File: src/rtl/cdp_pkg.sv
package cdp_pkg;

  typedef enum logic [3:0] {
    OP_AND = 4'h0, OP_EOR = 4'h1, OP_SUB = 4'h2, OP_RSB = 4'h3,
    OP_ADD = 4'h4, OP_ADC = 4'h5, OP_SBC = 4'h6, OP_RSC = 4'h7,
    OP_TST = 4'h8, OP_TEQ = 4'h9, OP_CMP = 4'hA, OP_CMN = 4'hB,
    OP_ORR = 4'hC, OP_MOV = 4'hD, OP_BIC = 4'hE, OP_MVN = 4'hF
  } dp_op_e;

  typedef enum logic [3:0] {
    CC_EQ = 4'h0, CC_NE = 4'h1, CC_CS = 4'h2, CC_CC = 4'h3,
    CC_MI = 4'h4, CC_PL = 4'h5, CC_VS = 4'h6, CC_VC = 4'h7,
    CC_HI = 4'h8, CC_LS = 4'h9, CC_GE = 4'hA, CC_LT = 4'hB,
    CC_GT = 4'hC, CC_LE = 4'hD, CC_AL = 4'hE, CC_NV = 4'hF
  } cc_e;

  typedef struct packed {
    logic n;
    logic z;
    logic c;
    logic v;
  } nzcv_t;

  // Compare group: flags only, no destination write.
  function automatic logic op_is_compare(input logic [3:0] op);
    return op[3:2] == 2'b10;
  endfunction

  // Operations whose flags come from the adder.
  function automatic logic op_is_arith(input logic [3:0] op);
    return (op[3:2] == 2'b01) || (op[3:1] == 3'b001) ||
           (op == OP_CMP) || (op == OP_CMN);
  endfunction

endpackage

File: src/rtl/cdp_cond_eval.sv
module cdp_cond_eval
  import cdp_pkg::*;
(
  input  logic [3:0] cc_i,
  input  nzcv_t      fl_i,
  output logic       pass_o
);

  always_comb begin
    unique case (cc_e'(cc_i))
      CC_EQ:   pass_o = fl_i.z;
      CC_NE:   pass_o = ~fl_i.z;
      CC_CS:   pass_o = fl_i.c;
      CC_CC:   pass_o = ~fl_i.c;
      CC_MI:   pass_o = fl_i.n;
      CC_PL:   pass_o = ~fl_i.n;
      CC_VS:   pass_o = fl_i.v;
      CC_VC:   pass_o = ~fl_i.v;
      CC_HI:   pass_o = fl_i.c & ~fl_i.z;
      CC_LS:   pass_o = ~fl_i.c | fl_i.z;
      CC_GE:   pass_o = fl_i.n ~^ fl_i.v;
      CC_LT:   pass_o = fl_i.n ^ fl_i.v;
      CC_GT:   pass_o = (fl_i.n ~^ fl_i.v) & ~fl_i.z;
      CC_LE:   pass_o = (fl_i.n ^ fl_i.v) | fl_i.z;
      CC_AL:   pass_o = 1'b1;
      default: pass_o = 1'b0;
    endcase
  end

endmodule

File: src/rtl/cdp_adder.sv
module cdp_adder
  import cdp_pkg::*;
#(
  parameter int W = 32
) (
  input  logic [3:0]   op_i,
  input  logic [W-1:0] rn_i,
  input  logic [W-1:0] op2_i,
  input  logic         c_in_i,
  output logic [W-1:0] sum_o,
  output logic         cout_o,
  output logic         ovf_o
);

  localparam int SW = W + 1;

  logic [W-1:0]  opa, opb;
  logic          cin;
  logic [SW-1:0] wide;

  // One adder serves every arithmetic opcode: swap for reverse forms,
  // invert the subtrahend, and pick the carry in.
  always_comb begin
    opa = rn_i;
    opb = op2_i;
    cin = 1'b0;
    unique case (dp_op_e'(op_i))
      OP_SUB, OP_CMP: begin opb = ~op2_i; cin = 1'b1; end
      OP_RSB:         begin opa = op2_i; opb = ~rn_i; cin = 1'b1; end
      OP_ADC:         begin cin = c_in_i; end
      OP_SBC:         begin opb = ~op2_i; cin = c_in_i; end
      OP_RSC:         begin opa = op2_i; opb = ~rn_i; cin = c_in_i; end
      default:        begin cin = 1'b0; end
    endcase
  end

  assign wide   = {1'b0, opa} + {1'b0, opb} + {{W{1'b0}}, cin};
  assign sum_o  = wide[W-1:0];
  assign cout_o = wide[W];
  assign ovf_o  = (opa[W-1] == opb[W-1]) && (wide[W-1] != opa[W-1]);

endmodule

File: src/rtl/cdp_logic.sv
module cdp_logic
  import cdp_pkg::*;
#(
  parameter int W = 32
) (
  input  logic [3:0]   op_i,
  input  logic [W-1:0] rn_i,
  input  logic [W-1:0] op2_i,
  output logic [W-1:0] res_o
);

  always_comb begin
    unique case (dp_op_e'(op_i))
      OP_AND, OP_TST: res_o = rn_i & op2_i;
      OP_EOR, OP_TEQ: res_o = rn_i ^ op2_i;
      OP_ORR:         res_o = rn_i | op2_i;
      OP_MOV:         res_o = op2_i;
      OP_BIC:         res_o = rn_i & ~op2_i;
      OP_MVN:         res_o = ~op2_i;
      default:        res_o = '0;
    endcase
  end

endmodule

File: src/rtl/cond_dp_alu.sv
module cond_dp_alu
  import cdp_pkg::*;
#(
  parameter int W = 32
) (
  input  logic         clk,
  input  logic         rst,
  input  logic [3:0]   cond_i,
  input  logic [3:0]   opcode_i,
  input  logic         set_flags_i,
  input  logic [W-1:0] rn_i,
  input  logic [W-1:0] op2_i,
  input  logic         shift_c_i,
  input  logic [3:0]   flags_i,
  output logic [W-1:0] res_q,
  output logic         wr_en_q,
  output logic [3:0]   flags_q
);

  nzcv_t        cur_fl, nxt_fl;
  logic         pass;
  logic [W-1:0] add_res, log_res, res_d;
  logic         add_c, add_v;
  logic         is_arith, is_cmp, do_flags, do_write;

  assign cur_fl = nzcv_t'(flags_i);

  cdp_cond_eval u_cond (
    .cc_i   (cond_i),
    .fl_i   (cur_fl),
    .pass_o (pass)
  );

  cdp_adder #(.W(W)) u_add (
    .op_i   (opcode_i),
    .rn_i   (rn_i),
    .op2_i  (op2_i),
    .c_in_i (cur_fl.c),
    .sum_o  (add_res),
    .cout_o (add_c),
    .ovf_o  (add_v)
  );

  cdp_logic #(.W(W)) u_log (
    .op_i  (opcode_i),
    .rn_i  (rn_i),
    .op2_i (op2_i),
    .res_o (log_res)
  );

  assign is_arith = op_is_arith(opcode_i);
  assign is_cmp   = op_is_compare(opcode_i);
  assign res_d    = is_arith ? add_res : log_res;
  assign do_flags = pass && (set_flags_i || is_cmp);
  assign do_write = pass && !is_cmp;

  always_comb begin
    nxt_fl = cur_fl;
    if (do_flags) begin
      nxt_fl.n = res_d[W-1];
      nxt_fl.z = (res_d == '0);
      nxt_fl.c = is_arith ? add_c : shift_c_i;
      nxt_fl.v = is_arith ? add_v : cur_fl.v;
    end
  end

  always_ff @(posedge clk) begin
    if (rst) begin
      res_q   <= '0;
      wr_en_q <= 1'b0;
      flags_q <= '0;
    end else begin
      res_q   <= res_d;
      wr_en_q <= do_write;
      flags_q <= nxt_fl;
    end
  end

  // never-condition blocks the write
  p_nv_no_write_r2: assert property (@(posedge clk) disable iff (rst)
    (cond_i == 4'hF) |=> !wr_en_q);

  // failed condition keeps the flags
  p_fail_keeps_flags_r3: assert property (@(posedge clk) disable iff (rst)
    !pass |=> (flags_q == $past(flags_i)));

  // compares never write
  p_cmp_no_write_r7: assert property (@(posedge clk) disable iff (rst)
    (opcode_i[3:2] == 2'b10) |=> !wr_en_q);

  // logical operations keep V
  p_logic_keeps_v_r8: assert property (@(posedge clk) disable iff (rst)
    !is_arith |=> (flags_q[0] == $past(flags_i[0])));

  // no set request on a non-compare keeps the flags
  p_nos_keeps_flags_r10: assert property (@(posedge clk) disable iff (rst)
    (!set_flags_i && !is_cmp) |=> (flags_q == $past(flags_i)));

endmodule

File: config.mk
export PLATFORM = sky130hd
export DESIGN_NAME = cond_dp_alu
export DESIGN_NICKNAME = d
export VERILOG_FILES = /design/src/rtl/cdp_pkg.sv /design/src/rtl/cdp_cond_eval.sv /design/src/rtl/cdp_adder.sv /design/src/rtl/cdp_logic.sv /design/src/rtl/cond_dp_alu.sv
export SDC_FILE = /design/constraint.sdc
export NUM_CORES = 1
export LEC_CHECK = 0
export BUFFER_PORTS_ARGS = -buffer_cell sky130_fd_sc_hd__buf_2
export CAP_MARGIN = 5
export CORE_MARGIN = 5
export CORE_UTILIZATION = 25
export DETAILED_ROUTE_END_ITERATION = 12
export GPL_TIMING_DRIVEN = 1
export SYNTH_ARGS = -nofsm -noshare
export SYNTH_HDL_FRONTEND = slang
export SYNTH_HIERARCHICAL = 1
export SYNTH_SLANG_ARGS = --single-unit
File: constraint.sdc
create_clock -name clk -period 4.5 [get_ports clk]
set_clock_uncertainty 0.1 [all_clocks]
set_input_delay 0.45 -clock clk [delete_from_list [all_inputs] [get_ports clk]]
set_output_delay 0.45 -clock clk [all_outputs]
set_load 0.05 [all_outputs]
### Yosys cells after proc, flatten, opt, wreduce, memory -nomap -nowiden

Cells that the tools add are included.
W data, S select, Z words.

* flip-flop bits (word level): 37
* bits of input ports: 80
* output and inout bits: 37
* logic and storage cells: 80

* add/sub/neg operators: 2
* equal/unequal tests: 33
* mux-type cells: 9
* bitwise gates (word level): 16
* reduce and logical (&&, ||, !) cells: 17

Operators by type and width (count)
* $pmux W32 S6: 1
* $and A32 B32 Y32: 2
* $mux W32: 2
* $not A32 Y32: 2
* $pmux W32 S2: 1
* $eq A4 B4 Y1 const B: 15
* $add A32 B32 Y33: 1
* $add A33 B1 Y33: 1
* $logic_not A32 Y1: 1
* $or A32 B32 Y32: 1
* $xor A32 B32 Y32: 1
* $eq A4 B3 Y1 const B: 7
* $eq A4 B2 Y1 const B: 4
* $pmux W1 S15: 1
* $reduce_or A3 Y1: 3
* $eq A4 B1 Y1 const B: 2
* $logic_not A4 Y1: 2
* $reduce_or A2 Y1: 3
* $logic_or A1 B1 Y1: 4
* $mux W4: 1
* $not A1 Y1: 4
* $eq A3 B1 Y1 const B: 1
* $logic_and A1 B1 Y1: 3
* $and A1 B1 Y1: 2
* other kinds (10): 12

### Depth between registers and ports, before layout

* word-level depth: 9
* gate-level depth with buffers: 19
* mapped depth without buffers: 17

### Modules after synthesis

The synthesis kept the hierarchy.

By module, submodules not included
* cdp_adder: instances 1, cells an instance 421, area an instance 2820.2 sq um, sequential area each 0.0 sq um
* cdp_logic: instances 1, cells an instance 294, area an instance 2519.9 sq um, sequential area each 0.0 sq um
* cond_dp_alu: instances 1, cells an instance 187, area an instance 1502.7 sq um, sequential area each 740.7 sq um
* cdp_cond_eval: instances 1, cells an instance 28, area an instance 193.9 sq um, sequential area each 0.0 sq um

### Least setup slack after synthesis

No wires, ideal clock.

* path type: input -> register
* start: input port opcode_i[0]
* end: register flags_q[2]
* setup time: 0.092 ns
* arrival: 4.062 ns
* data required time: 4.308 ns
* setup slack: 0.246 ns
* stages: 19
* buffers on the path: 2
* cell sequence: nor2b_1 > nand2_1 > buf_2 > buf_1 > o22ai_1 > a31oi_1 > fa_1 > inv_1 > fa_1 > a21oi_1 > o211ai_1 > a32o_1 > a221o_1 > a21oi_1 > xnor2_1 > nor4_1 > o2111ai_1 > a211o_1 > o32ai_1

* word-level cells in the longest chain between the ends: 8
* elaborated cells between the ends (all ways): 32
* those cells by class: add/sub (2); eq/ne (14); mux (6); reduce/logical (10)

RTL lines
* start, declared: RTL line cond_dp_alu.sv:9 `input logic [3:0] opcode_i,`
* $eq A4 B4 Y1, or another cell as far along: RTL line cdp_adder.sv:27 `unique case (dp_op_e'(op_i))`
* $reduce_or A3 Y1 (no line) / $reduce_or A2 Y1 (equally long branches)
* $pmux W32 S2 / $mux W32 (equally long branches): RTL line cdp_adder.sv:27
* $add A32 B32 Y33: RTL line cdp_adder.sv:37 `assign wide = {1'b0, opa} + {1'b0, opb} + {{W{1'b0}}, cin};`
* $add A33 B1 Y33 (*): RTL line cdp_adder.sv:37
* via add_res[28]: RTL line cond_dp_alu.sv:22 `logic [W-1:0] add_res, log_res, res_d;`
* $mux W32 (*): RTL line cond_dp_alu.sv:53 `assign res_d = is_arith ? add_res : log_res;`
* $logic_not A32 Y1 (*): RTL line cond_dp_alu.sv:61 `nxt_fl.z = (res_d == '0);`
* $mux W4 (*): RTL line cond_dp_alu.sv:59 `if (do_flags) begin`
* end signal, assigned: RTL line cond_dp_alu.sv:75 `flags_q <= nxt_fl;`
* end, declared: RTL line cond_dp_alu.sv:17 `output logic [3:0] flags_q`

Mark *: on every way through the listed nets, which the timed path passes. The rest lies on a longest branch.
A chain may end at the register's enable or synchronous reset.

### Final worst setup path

Ends and elaborated chain as after synthesis.

==> reports/results.tsv <==
metric	value	unit
drt_iter0_drc	422	
cts_buffer_depth	2	
clock_sinks	37	
worstPathRequired	4.60	ns
grt_max_degree	53	
syn-num-nets	1075	
hold_start	shift_c_i	
ios	117	
routed_via_density	5.24	
antenna_left	0	
syn2layout_area_growth	21.9	%
fin_crit_sh	92.0	%
synth.area.top_cells	ha_1 11%, dfxtp_1 11%, nand2_1 6.9%	
rsz0062_at_grt	false	
drv_slew	0	
first_global_vias	7391	
vias	7598	
chipHeight	178	µm
cts_made_buffers	5	
grt_overflow	0	
syn_inst	930	
avgSynthCellArea	7.57	µm²
synth_flop_cell	dfxtp_1	
hold_viol_final	0	
grt_use_total	15.9	%
nNetsFinal	1215	
finalSetupViolations	0	
cts_root_buf	clkbuf_16	
power_density	266	mW/mm²
place_hpwl	20.9	mm
hold_depth	3	
cts_resized	0	
drive_gt1_share	30.2	%
synth_area	0.00704	mm²
status	finished, final reports clean	
p_leak	3.74	nW
yosysSeqAreaShare	10.5	%
ir_drop	0.000184	V
wl_per_cell	17.9	µm
max_freq	0.242	GHz
async_flop_share	0	%
postCtsSetupRepairBufs	0	
layout_commonest_cell	nand2_1	
worst-setup-path-type	in -> reg	
cap_violations	0	
drc	0	
finalWirelength	25.9	mm
antenna_found_initial	6	
yosysTopAreaCell	ha_1	
final_cell_mix	128 x nand2_1, 116 x buf_2, 81 x buf_4, 76 x o21ai_0, 72 x inv_1	
synth_edf_count	0	
arrival	4.24	ns
cts_hold_buf	0	
min_path_type	in -> reg	
startpoint_type	input pin	
core	0.0278	mm²
relSlewSlack	34.2	%
io_buffers	116	
holdPathEnd	flags_q[1]	
tightestPinTransition	0.986	ns
final_util	30.9	%
ys_ff_latch	37	
start_util	25.3	%
drtPass1Iterations	5	
cts_max_level	2	
cp-end-kind	flop	
fp.dieArea	0.0316	mm²
synth_cell_type_count	79	
grt_pass1_wl	40.5	mm
die_w	178	µm
period_needed	4.14	ns
power	2.28	mW
crit_path_max_fanout	31	
gp_congestion	0.928	
netlist.area_leader.share	11.2	%
yosys_warnings	6	
setup_tns	0	ns
clkTransAtPathRegs	0.06	ns
rows	61	
cts_tree	done	
## layer usage
metal,track usage (%),vias to the layer above,routed length (µm),share of wire [%]
li1,-,3700,-,-
met1,20.8,3588,11400,44
met2,26.8,246,12100,47
met3,2.47,54,1570,6.0
met4,5.35,10,695,2.7
met5,0,-,47,0.18
## through the flow
| step | instance area [µm²] | cells | worst slack [ns] | hold WS (ns) |
|---|---|---|---|---|
| after CTS | 8570 | 1449 | 0.365 | 0.348 |
| after detailed placement | 8400 | 1441 | 0.115 | 0.648 |
| after global placement | 8400 | 1441 | 0.103 | 0.649 |
| after global routing | 8570 | 1449 | 0.0282 | 0.361 |
| after floorplan | 7040 | 930 | 0.246 | 0.507 |
| final | 8570 | 1450 | 0.360 | 0.352 |
## area by class of cell
class	instances	area, µm²
multi-input cells	755	5680
inverters	72	270
repair buffers	199	1230
fillers	3021	19200
well taps	378	473
diodes	1	2.50
clock buffers	6	139
flip-flops and latches	37	741
clock inverters	2	37.5
## how the worst max path moves through the flow
stage                 from         end  slack [ns]  cells past startpoint
2_1_floorplan  opcode_i[0]  flags_q[2]        0.25                     19
3_3_place_gp   opcode_i[0]  flags_q[2]        0.10                     21
3_5_place_dp   opcode_i[0]  flags_q[2]        0.11                     19
4_1_cts        opcode_i[0]  flags_q[2]        0.36                     19
5_1_grt        opcode_i[0]  flags_q[2]        0.03                     20
6_report       opcode_i[0]  flags_q[2]        0.36                     19
## power breakdown
group	internal, mW	switching [mW]	total, mW	leakage (nW)
clock	0.277	0.147	0.424	0.0831
combinational	0.567	0.904	1.47	3.35
sequential	0.377	0.0121	0.389	0.306
## worst max-delay path: stages
cell	delay [ns]
buf_2	0.12
nor2b_1	0.21
nand2_2	0.14
nand2_1	0.14
buf_12	0.20
nand2_1	0.06
o21ai_0	0.07
o21ai_0	0.18
fa_1	0.44
a21oi_1	0.24
o211ai_1	0.18
a32o_1	0.29
a221o_1	0.36
a21oi_1	0.17
xnor2_1	0.10
nor4_1	0.31
o2111ai_1	0.16
a211o_1	0.28
o32ai_1	0.11
## registers in the layout (all words and copies together), names as in the netlist
register / count
res_q: 32
wr_en_q: 1
flags_q: 4
## synth_stat cells, types with 3 or more instances
| library cell | n |
|---|---|
| o22ai_1 | 3 |
| o21ai_0 | 76 |
| o2111ai_1 | 4 |
| a21oi_1 | 69 |
| nor3b_1 | 3 |
| mux2i_1 | 33 |
| dfxtp_1 | 37 |
| inv_1 | 72 |
| o221ai_2 | 30 |
| nor2b_1 | 10 |
| a21o_1 | 14 |
| o22a_1 | 32 |
| nand3b_1 | 3 |
| nand3_1 | 8 |
| a211oi_1 | 3 |
| a22oi_2 | 30 |
| o31ai_1 | 3 |
| ha_1 | 63 |
| o21bai_1 | 3 |
| and2_1 | 5 |
| a21boi_0 | 3 |
| nand2_1 | 130 |
| a211o_1 | 4 |
| o211ai_1 | 9 |
| mux2_2 | 32 |
| buf_2 | 19 |
| nor3_1 | 11 |
| nand2b_1 | 34 |
| clkbuf_1 | 31 |
| a221oi_1 | 3 |
| a31oi_1 | 3 |
| buf_6 | 9 |
| nand4_1 | 15 |
| xnor2_1 | 17 |
| xor2_1 | 12 |
| nor4_1 | 15 |
| buf_1 | 4 |
| nor2_1 | 26 |
## cell families (layout without fill, tap and decap cells)
kind of cell,count (synthesis),in the layout,synth area share [%]
xor+xnor,30,30,3.84
fa+ha+maj,65,65,11.8
mux,66,66,10.0
other cells,0,1,0
compound gates,315,315,35.4
buf+inv,138,279,8.91
simple gates,279,279,19.6
flops,37,37,10.5
Note: power is estimated with default switching activity, not from simulation.
